### src/rtl/pp2w_pkg.sv
package pp2w_pkg;

    // frame sequencer states
    typedef enum logic [2:0] {
        ST_IDLE,
        ST_START,
        ST_SLOT,
        ST_STOPL,
        ST_STOPH
    } pp2w_st_e;

    localparam int BYTE_W = 8;
    localparam int ADDR_W = 7;
    localparam int BIT_W  = 4;   // bit index 0..8 within a slot group

endpackage

### src/rtl/pp2w_timing.sv
// Derives the effective phase lengths from the captured period and delay.
module pp2w_timing #(
    parameter int PER_W      = 8,
    parameter int DLY_W      = 8,
    parameter int DEF_PERIOD = 32,
    parameter int MIN_PERIOD = 4
) (
    input  logic [PER_W-1:0] per_raw,
    input  logic [DLY_W-1:0] dly_raw,
    output logic [PER_W-1:0] per_last,
    output logic [PER_W-1:0] hi_last,
    output logic [PER_W-1:0] lo_len,
    output logic [PER_W-1:0] dly_eff
);
    localparam int CW = (PER_W > DLY_W) ? PER_W : DLY_W;

    logic [PER_W-1:0] per_eff;
    logic [PER_W-1:0] hi_len;

    always_comb begin
        if (per_raw == '0) begin
            per_eff = PER_W'(DEF_PERIOD);
        end else if (per_raw < PER_W'(MIN_PERIOD)) begin
            per_eff = PER_W'(MIN_PERIOD);
        end else begin
            per_eff = per_raw;
        end
        hi_len   = per_eff >> 1;
        lo_len   = per_eff - hi_len;
        per_last = per_eff - PER_W'(1);
        hi_last  = hi_len - PER_W'(1);
        if (CW'(dly_raw) >= CW'(lo_len)) begin
            dly_eff = lo_len - PER_W'(1);
        end else begin
            dly_eff = PER_W'(dly_raw);
        end
    end
endmodule

### src/rtl/pp2w_slot_ctr.sv
// Phase counter: counts 0..last, then wraps; held at zero while cleared.
module pp2w_slot_ctr #(
    parameter int W = 8
) (
    input  logic         clk,
    input  logic         rst_n,
    input  logic         clear,
    input  logic [W-1:0] last,
    output logic [W-1:0] cnt_o,
    output logic [W-1:0] cnt_nx_o,
    output logic         wrap_o
);
    logic [W-1:0] cnt_d, cnt_q;

    always_comb begin
        wrap_o = !clear && (cnt_q == last);
        if (clear || wrap_o) begin
            cnt_d = '0;
        end else begin
            cnt_d = cnt_q + W'(1);
        end
    end

    always_ff @(posedge clk or negedge rst_n) begin
        if (!rst_n) begin
            cnt_q <= '0;
        end else begin
            cnt_q <= cnt_d;
        end
    end

    assign cnt_o    = cnt_q;
    assign cnt_nx_o = cnt_d;
endmodule

### src/rtl/pp2w_tx.sv
module pp2w_tx
    import pp2w_pkg::*;
#(
    parameter int PER_W      = 8,
    parameter int DLY_W      = 8,
    parameter int NB_W       = 4,
    parameter int DEF_PERIOD = 32,
    parameter int MIN_PERIOD = 4
) (
    input  logic              clk,
    input  logic              rst_n,
    input  logic              start_i,
    input  logic [ADDR_W-1:0] addr_i,
    input  logic              dir_i,
    input  logic [NB_W-1:0]   nbytes_i,
    input  logic [PER_W-1:0]  period_i,
    input  logic [DLY_W-1:0]  delay_i,
    output logic [NB_W-1:0]   byte_idx_o,
    input  logic [BYTE_W-1:0] byte_i,
    output logic              scl_o,
    output logic              sda_o,
    output logic              busy_o,
    output logic              done_o
);
    typedef struct packed {
        pp2w_st_e          st;
        logic [BIT_W-1:0]  bit_i;
        logic [NB_W-1:0]   nb;
        logic [BYTE_W-1:0] sh;
        logic [BYTE_W-1:0] hdr;
        logic [NB_W-1:0]   nby;
        logic [PER_W-1:0]  per;
        logic [DLY_W-1:0]  dly;
        logic              scl;
        logic              sda;
        logic              busy;
        logic              done;
    } tx_state_t;

    tx_state_t r_d, r_q;

    logic [PER_W-1:0] per_last, hi_last, lo_len, dly_eff;
    logic [PER_W-1:0] cnt_q, cnt_nx, ctr_last;
    logic             ctr_clear, wrap;
    logic             ninth_w;

    pp2w_timing #(
        .PER_W      (PER_W),
        .DLY_W      (DLY_W),
        .DEF_PERIOD (DEF_PERIOD),
        .MIN_PERIOD (MIN_PERIOD)
    ) u_timing (
        .per_raw  (r_q.per),
        .dly_raw  (r_q.dly),
        .per_last (per_last),
        .hi_last  (hi_last),
        .lo_len   (lo_len),
        .dly_eff  (dly_eff)
    );

    assign ctr_clear = (r_q.st == ST_IDLE);
    assign ctr_last  = ((r_q.st == ST_START) || (r_q.st == ST_STOPH)) ? hi_last : per_last;

    pp2w_slot_ctr #(
        .W (PER_W)
    ) u_ctr (
        .clk      (clk),
        .rst_n    (rst_n),
        .clear    (ctr_clear),
        .last     (ctr_last),
        .cnt_o    (cnt_q),
        .cnt_nx_o (cnt_nx),
        .wrap_o   (wrap)
    );

    always_comb begin
        r_d      = r_q;
        r_d.done = 1'b0;

        case (r_q.st)
            ST_IDLE: begin
                if (start_i) begin
                    r_d.st   = ST_START;
                    r_d.hdr  = {addr_i, dir_i};
                    r_d.nby  = nbytes_i;
                    r_d.per  = period_i;
                    r_d.dly  = delay_i;
                    r_d.busy = 1'b1;
                    r_d.sda  = 1'b0;          // START: data falls, clock high
                end
            end
            ST_START: begin
                if (wrap) begin
                    r_d.st    = ST_SLOT;
                    r_d.sh    = r_q.hdr;
                    r_d.bit_i = '0;
                    r_d.nb    = '0;
                end
            end
            ST_SLOT: begin
                if (wrap) begin
                    if (r_q.bit_i == BIT_W'(8)) begin
                        if (r_q.nb == r_q.nby) begin
                            r_d.st = ST_STOPL;
                        end else begin
                            r_d.sh    = byte_i;
                            r_d.bit_i = '0;
                            r_d.nb    = r_q.nb + NB_W'(1);
                        end
                    end else if (r_q.bit_i == BIT_W'(7)) begin
                        r_d.bit_i = BIT_W'(8);
                    end else begin
                        r_d.sh    = {r_q.sh[BYTE_W-2:0], 1'b0};
                        r_d.bit_i = r_q.bit_i + BIT_W'(1);
                    end
                end
            end
            ST_STOPL: begin
                if (wrap) begin
                    r_d.st  = ST_STOPH;
                    r_d.sda = 1'b1;           // STOP: data rises, clock high
                end
            end
            ST_STOPH: begin
                if (wrap) begin
                    r_d.st   = ST_IDLE;
                    r_d.busy = 1'b0;
                    r_d.done = 1'b1;
                end
            end
            default: begin
                r_d.st = ST_IDLE;
            end
        endcase

        // data moves only at the programmed lag inside a bit slot
        if (((r_d.st == ST_SLOT) || (r_d.st == ST_STOPL)) && (cnt_nx == dly_eff)) begin
            if (r_d.st == ST_STOPL) begin
                r_d.sda = 1'b0;
            end else if (r_d.bit_i == BIT_W'(8)) begin
                r_d.sda = 1'b1;
            end else begin
                r_d.sda = r_d.sh[BYTE_W-1];
            end
        end

        // clock low for the first part of a slot, high for the rest
        if ((r_d.st == ST_SLOT) || (r_d.st == ST_STOPL)) begin
            r_d.scl = (cnt_nx >= lo_len);
        end else begin
            r_d.scl = 1'b1;
        end
    end

    always_ff @(posedge clk or negedge rst_n) begin
        if (!rst_n) begin
            r_q       <= '0;
            r_q.st    <= ST_IDLE;
            r_q.scl   <= 1'b1;
            r_q.sda   <= 1'b1;
        end else begin
            r_q <= r_d;
        end
    end

    assign byte_idx_o = r_q.nb;
    assign scl_o      = r_q.scl;
    assign sda_o      = r_q.sda;
    assign busy_o     = r_q.busy;
    assign done_o     = r_q.done;
    assign ninth_w    = (r_q.st == ST_SLOT) && (r_q.bit_i == BIT_W'(8));

endmodule

### config.mk
export PLATFORM = sky130hd
export DESIGN_NAME = pp2w_tx
export DESIGN_NICKNAME = d
export VERILOG_FILES = /design/src/rtl/pp2w_pkg.sv /design/src/rtl/pp2w_timing.sv /design/src/rtl/pp2w_slot_ctr.sv /design/src/rtl/pp2w_tx.sv
export SDC_FILE = /design/constraint.sdc
export NUM_CORES = 1
export LEC_CHECK = 0
export ABC_AREA = 1
export CORE_MARGIN = 5
export CORE_UTILIZATION = 50
export CTS_BUF_LIST = sky130_fd_sc_hd__clkbuf_2 sky130_fd_sc_hd__clkbuf_4 sky130_fd_sc_hd__clkbuf_8
export DETAILED_ROUTE_END_ITERATION = 16
export DONT_BUFFER_PORTS = 1
export MAX_ROUTING_LAYER = met4
export PLACE_DENSITY_LB_ADDON = 0.25
export SYNTH_ARGS = -nofsm -noshare
export SYNTH_HDL_FRONTEND = slang
export SYNTH_SLANG_ARGS = --single-unit
### constraint.sdc
create_clock -name clk -period 4.44 [get_ports clk]
set_input_delay 0.888 -clock clk [delete_from_list [all_inputs] [get_ports clk]]
set_output_delay 0.888 -clock clk [all_outputs]
set_load 0.02 [all_outputs]
==> reports/results.tsv <==
stage	metric	value	unit
sta	min_period	4.01	ns
critical_path	r2r_cells	25	
synth	ys_async_sr_fraction	100	%
floorplanning	die_h	107	um
clock_network	clock_tree.root_cell	clkbuf_8	
sta	relSlewSlack	55.9	%
clock_network	htreeDepth	3	
global_route	grt_antenna_before_repair	0	
sta	fmax	249	MHz
critical_path	worst-setup-path-type	reg2reg	
placed_design	io_buffers	0	
sta	fin_hold_ws	0.232	ns
pwr	peakVddDrop	0.166	mV
synth	synth_edf_count	0	
floorplanning	initial_utilization	51.3	%
floorplanning	num_rows	35	
global_route	grt_pass1_wl	19.8	mm
synth	synth_top_area_share	30.3	%
clock_network	clk_latency	0.34	ns
layout	antenna_cells	0	
global_route	groute.usage.overall	22.2	%
critical_path	critPathSlowestCell	dfrtp_1	
pwr	p_sw	246	uW
synth	synthAdderAreaFrac	8.12	%
critical_path	cp.required	4.70	ns
critical_path	cp_max_fo	12	
placed_design	hpwl	9.13	mm
layout	syn_to_final_growth	7.80	%
pwr	seq_power_share	48.7	%
layout	stdcell_area	5080	sq um
routing	ant_nets	0	
global_route	first_global_vias	4238	
synth	postSynthCellCount	688	
critical_path	r2r_start	r_q[48]$_DFF_PN0_	
synth	synth_compound_gate_area_share	11.8	%
synth	yosys-top-cells-area	dfrtp_1, nand2_1, inv_1	
synth	synth-xor-area-share	2.97	%
status	outcome	completed	
clock_network	clk_pin_slew	0.09	ns
synth	ys_types	46	
critical_path	r2r-end	scl_o$_DFF_PN1_	
floorplanning	coreArea	9200	sq um
routing	vias_per_cell	5.42	
layout	final_common_cell	nand2_1	
placed_design	place_area	4800	sq um
pwr	p_leak	0.00276	uW
sta	worst_pin_slew	0.659	ns
routing	drt_pass1_iterations	5	
critical_path	crit_path_end_kind	flip-flop	
synth	avgSynthCellArea	6.85	sq um
synth	synth.cell_area	4710	sq um
clock_network	cts_tree	yes	
global_route	grt_max_degree	60	
sta	drv_slew	0	
synth	synth_top_family_by_area	simple AND/OR/NAND/NOR gates	
synth	synth_fp_nets	757	
sta	finalSetupViolCount	0	
synth	yosysWarnings	0	
synth	muxShareOfSynthArea	0	%
flow_run	cap_violations	0	
placed_design	dpl.cell_count	788	
layout	final_cell_mix	nand2_1, inv_1, nand3_1	
critical_path	endpoint	scl_o$_DFF_PN1_	
critical_path	slowest_delay	0.47	ns
synth	synthFlopType	dfrtp_1	
synth	ys_seq_area_share	31.4	%
layout	drive_above_1_share	11.7	%
synth	ys_ff_latch	59	
pwr	comb_power_share	0	%
critical_path	ff2ff_setup_slack	0.43	ns
placed_design	gp_congestion	0.902	
critical_path	arrival	4.27	ns
sta	totalNegativeSetupSlack	0	ns
pwr	p_sw_share	22.3	%
global_route	gr-total-overflow	0	
pwr	clkPwrFrac	51.3	%
layout	nets	759	
synth	synth-simple-area-share	34.3	%
routing	wl_per_cell	14.7	um
clock_network	cts_num_sinks	59	
routing	wl	11.8	mm
critical_path	start_kind	flip-flop	
floorplanning	die_w	107	um
sta	hold_viol	0	
sta	fin_crit_sh	90.3	%
routing	drc	0	
layout	final_cells	806	
floorplanning	io_pins	47	
pwr	intPower	858	uW
routing	vias	4370	
clock_network	clockBufferDepth	2	
critical_path	cp-startpoint	r_q[48]$_DFF_PN0_	
pwr	p_per_area	217	nW/um^2
synth	synth.largest_area_cell	dfrtp_1	
layout	post-route-util	55.3	%
floorplanning	dieArea	11500	sq um
routing	first_iter_violations	278	
worst_hold_path	hold_path_class	in2async	
sta	skew	0.0158	ns
clock_network	cts_buffers	9	
-- layer usage --
layer	share of wire, %	vias to the layer above	wire, um	global-route usage, %
met5	0	-	0	-
met4	2.0	0	239	7.49
met3	4.2	24	500	3.73
met2	46	105	5490	34.9
met1	47	2025	5590	29.1
li1	-	2216	-	-
-- metrics by stage --
step | total power (uW) | setup slack (ns)
after floorplan | 548 | 0.675
after global placement | 548 | 0.203
after detailed placement | 548 | 0.152
after CTS | 1120 | 0.126
after global routing | 1150 | -0.00169
final | 1100 | 0.429
-- repair_timing --
item,CTS,global route
hold endpoints to repair,0,0
gates resized for setup,0,15
setup buffers,0,2
endpoints found under the setup margin,0,1
hold buffers,0,0
-- worst max-delay path, delay by kind of cell, from the launching register on --
family	cells	cell delay [ns]
adder cells (fa/ha/maj)	2	0.58
AO/OA/AOI/OAI	7	1.00
buffers and inverters	3	0.19
AND/OR/NAND/NOR	12	1.57
XOR/XNOR	1	0.12
flip-flops	1	0.47
-- logic make-up after synthesis --
family                   count (synthesis)
AO/OA/AOI/OAI                           90
adder cells (fa/ha/maj)                 30
buffers and inverters                  133
flip-flops                              59
AND/OR/NAND/NOR                        360
XOR/XNOR                                16
-- Yosys cell counts, types with 6 or more instances --
cell / number
nand2_1: 189
o21ai_0: 45
nand3_1: 58
a21oi_1: 13
nor3_1: 7
nand4_1: 14
inv_1: 99
nor2_1: 59
dfrtp_1: 57
clkbuf_1: 10
xor2_1: 10
inv_2: 13
nand3_2: 7
xnor2_1: 6
nand2_2: 7
ha_1: 29
-- power by group through the flow --
stage          clock, uW  sequential (uW)  combinational [uW]
2_1_floorplan          0              548              0.0600
3_3_place_gp           0              548              0.0600
3_5_place_dp           0              548              0.0600
4_1_cts              580              537              0.0600
5_1_grt              610              537              0.0600
6_report             567              537              0.0600
-- state kept, by name (all words and copies together) (netlist names) --
register     flops
busy_o           1
byte_idx_o       4
done_o           1
r_q             43
scl_o            1
sda_o            1
u_ctr.cnt_o      8
-- layout make-up --
| type | count | area [sq um] |
|---|---|---|
| tap | 111 | 139 |
| multi-input combinational | 496 | 2730 |
| clock buffer | 9 | 124 |
| inverter | 113 | 427 |
| timing repair buffer | 11 | 82.6 |
| clock inverter | 7 | 100 |
| sequential | 59 | 1480 |
| fill | 911 | 4110 |
-- worst min-delay path by stage --
stage / from / endpoint / slack (ns) / cells after the start
floorplan: r_q[31]$_DFFE_PN0P_ / r_q[31]$_DFFE_PN0P_ / 0.44 / 2
global placement: r_q[31]$_DFFE_PN0P_ / r_q[31]$_DFFE_PN0P_ / 0.46 / 2
detailed placement: r_q[31]$_DFFE_PN0P_ / r_q[31]$_DFFE_PN0P_ / 0.46 / 2
CTS: rst_n / byte_idx_o[3]$_DFFE_PN0P_ / 0.21 / 0
global route: rst_n / r_q[35]$_DFFE_PN0P_ / 0.20 / 0
finish: rst_n / r_q[45]$_DFF_PN0_ / 0.23 / 0
Note: power is estimated with default switching activity, not from simulation.
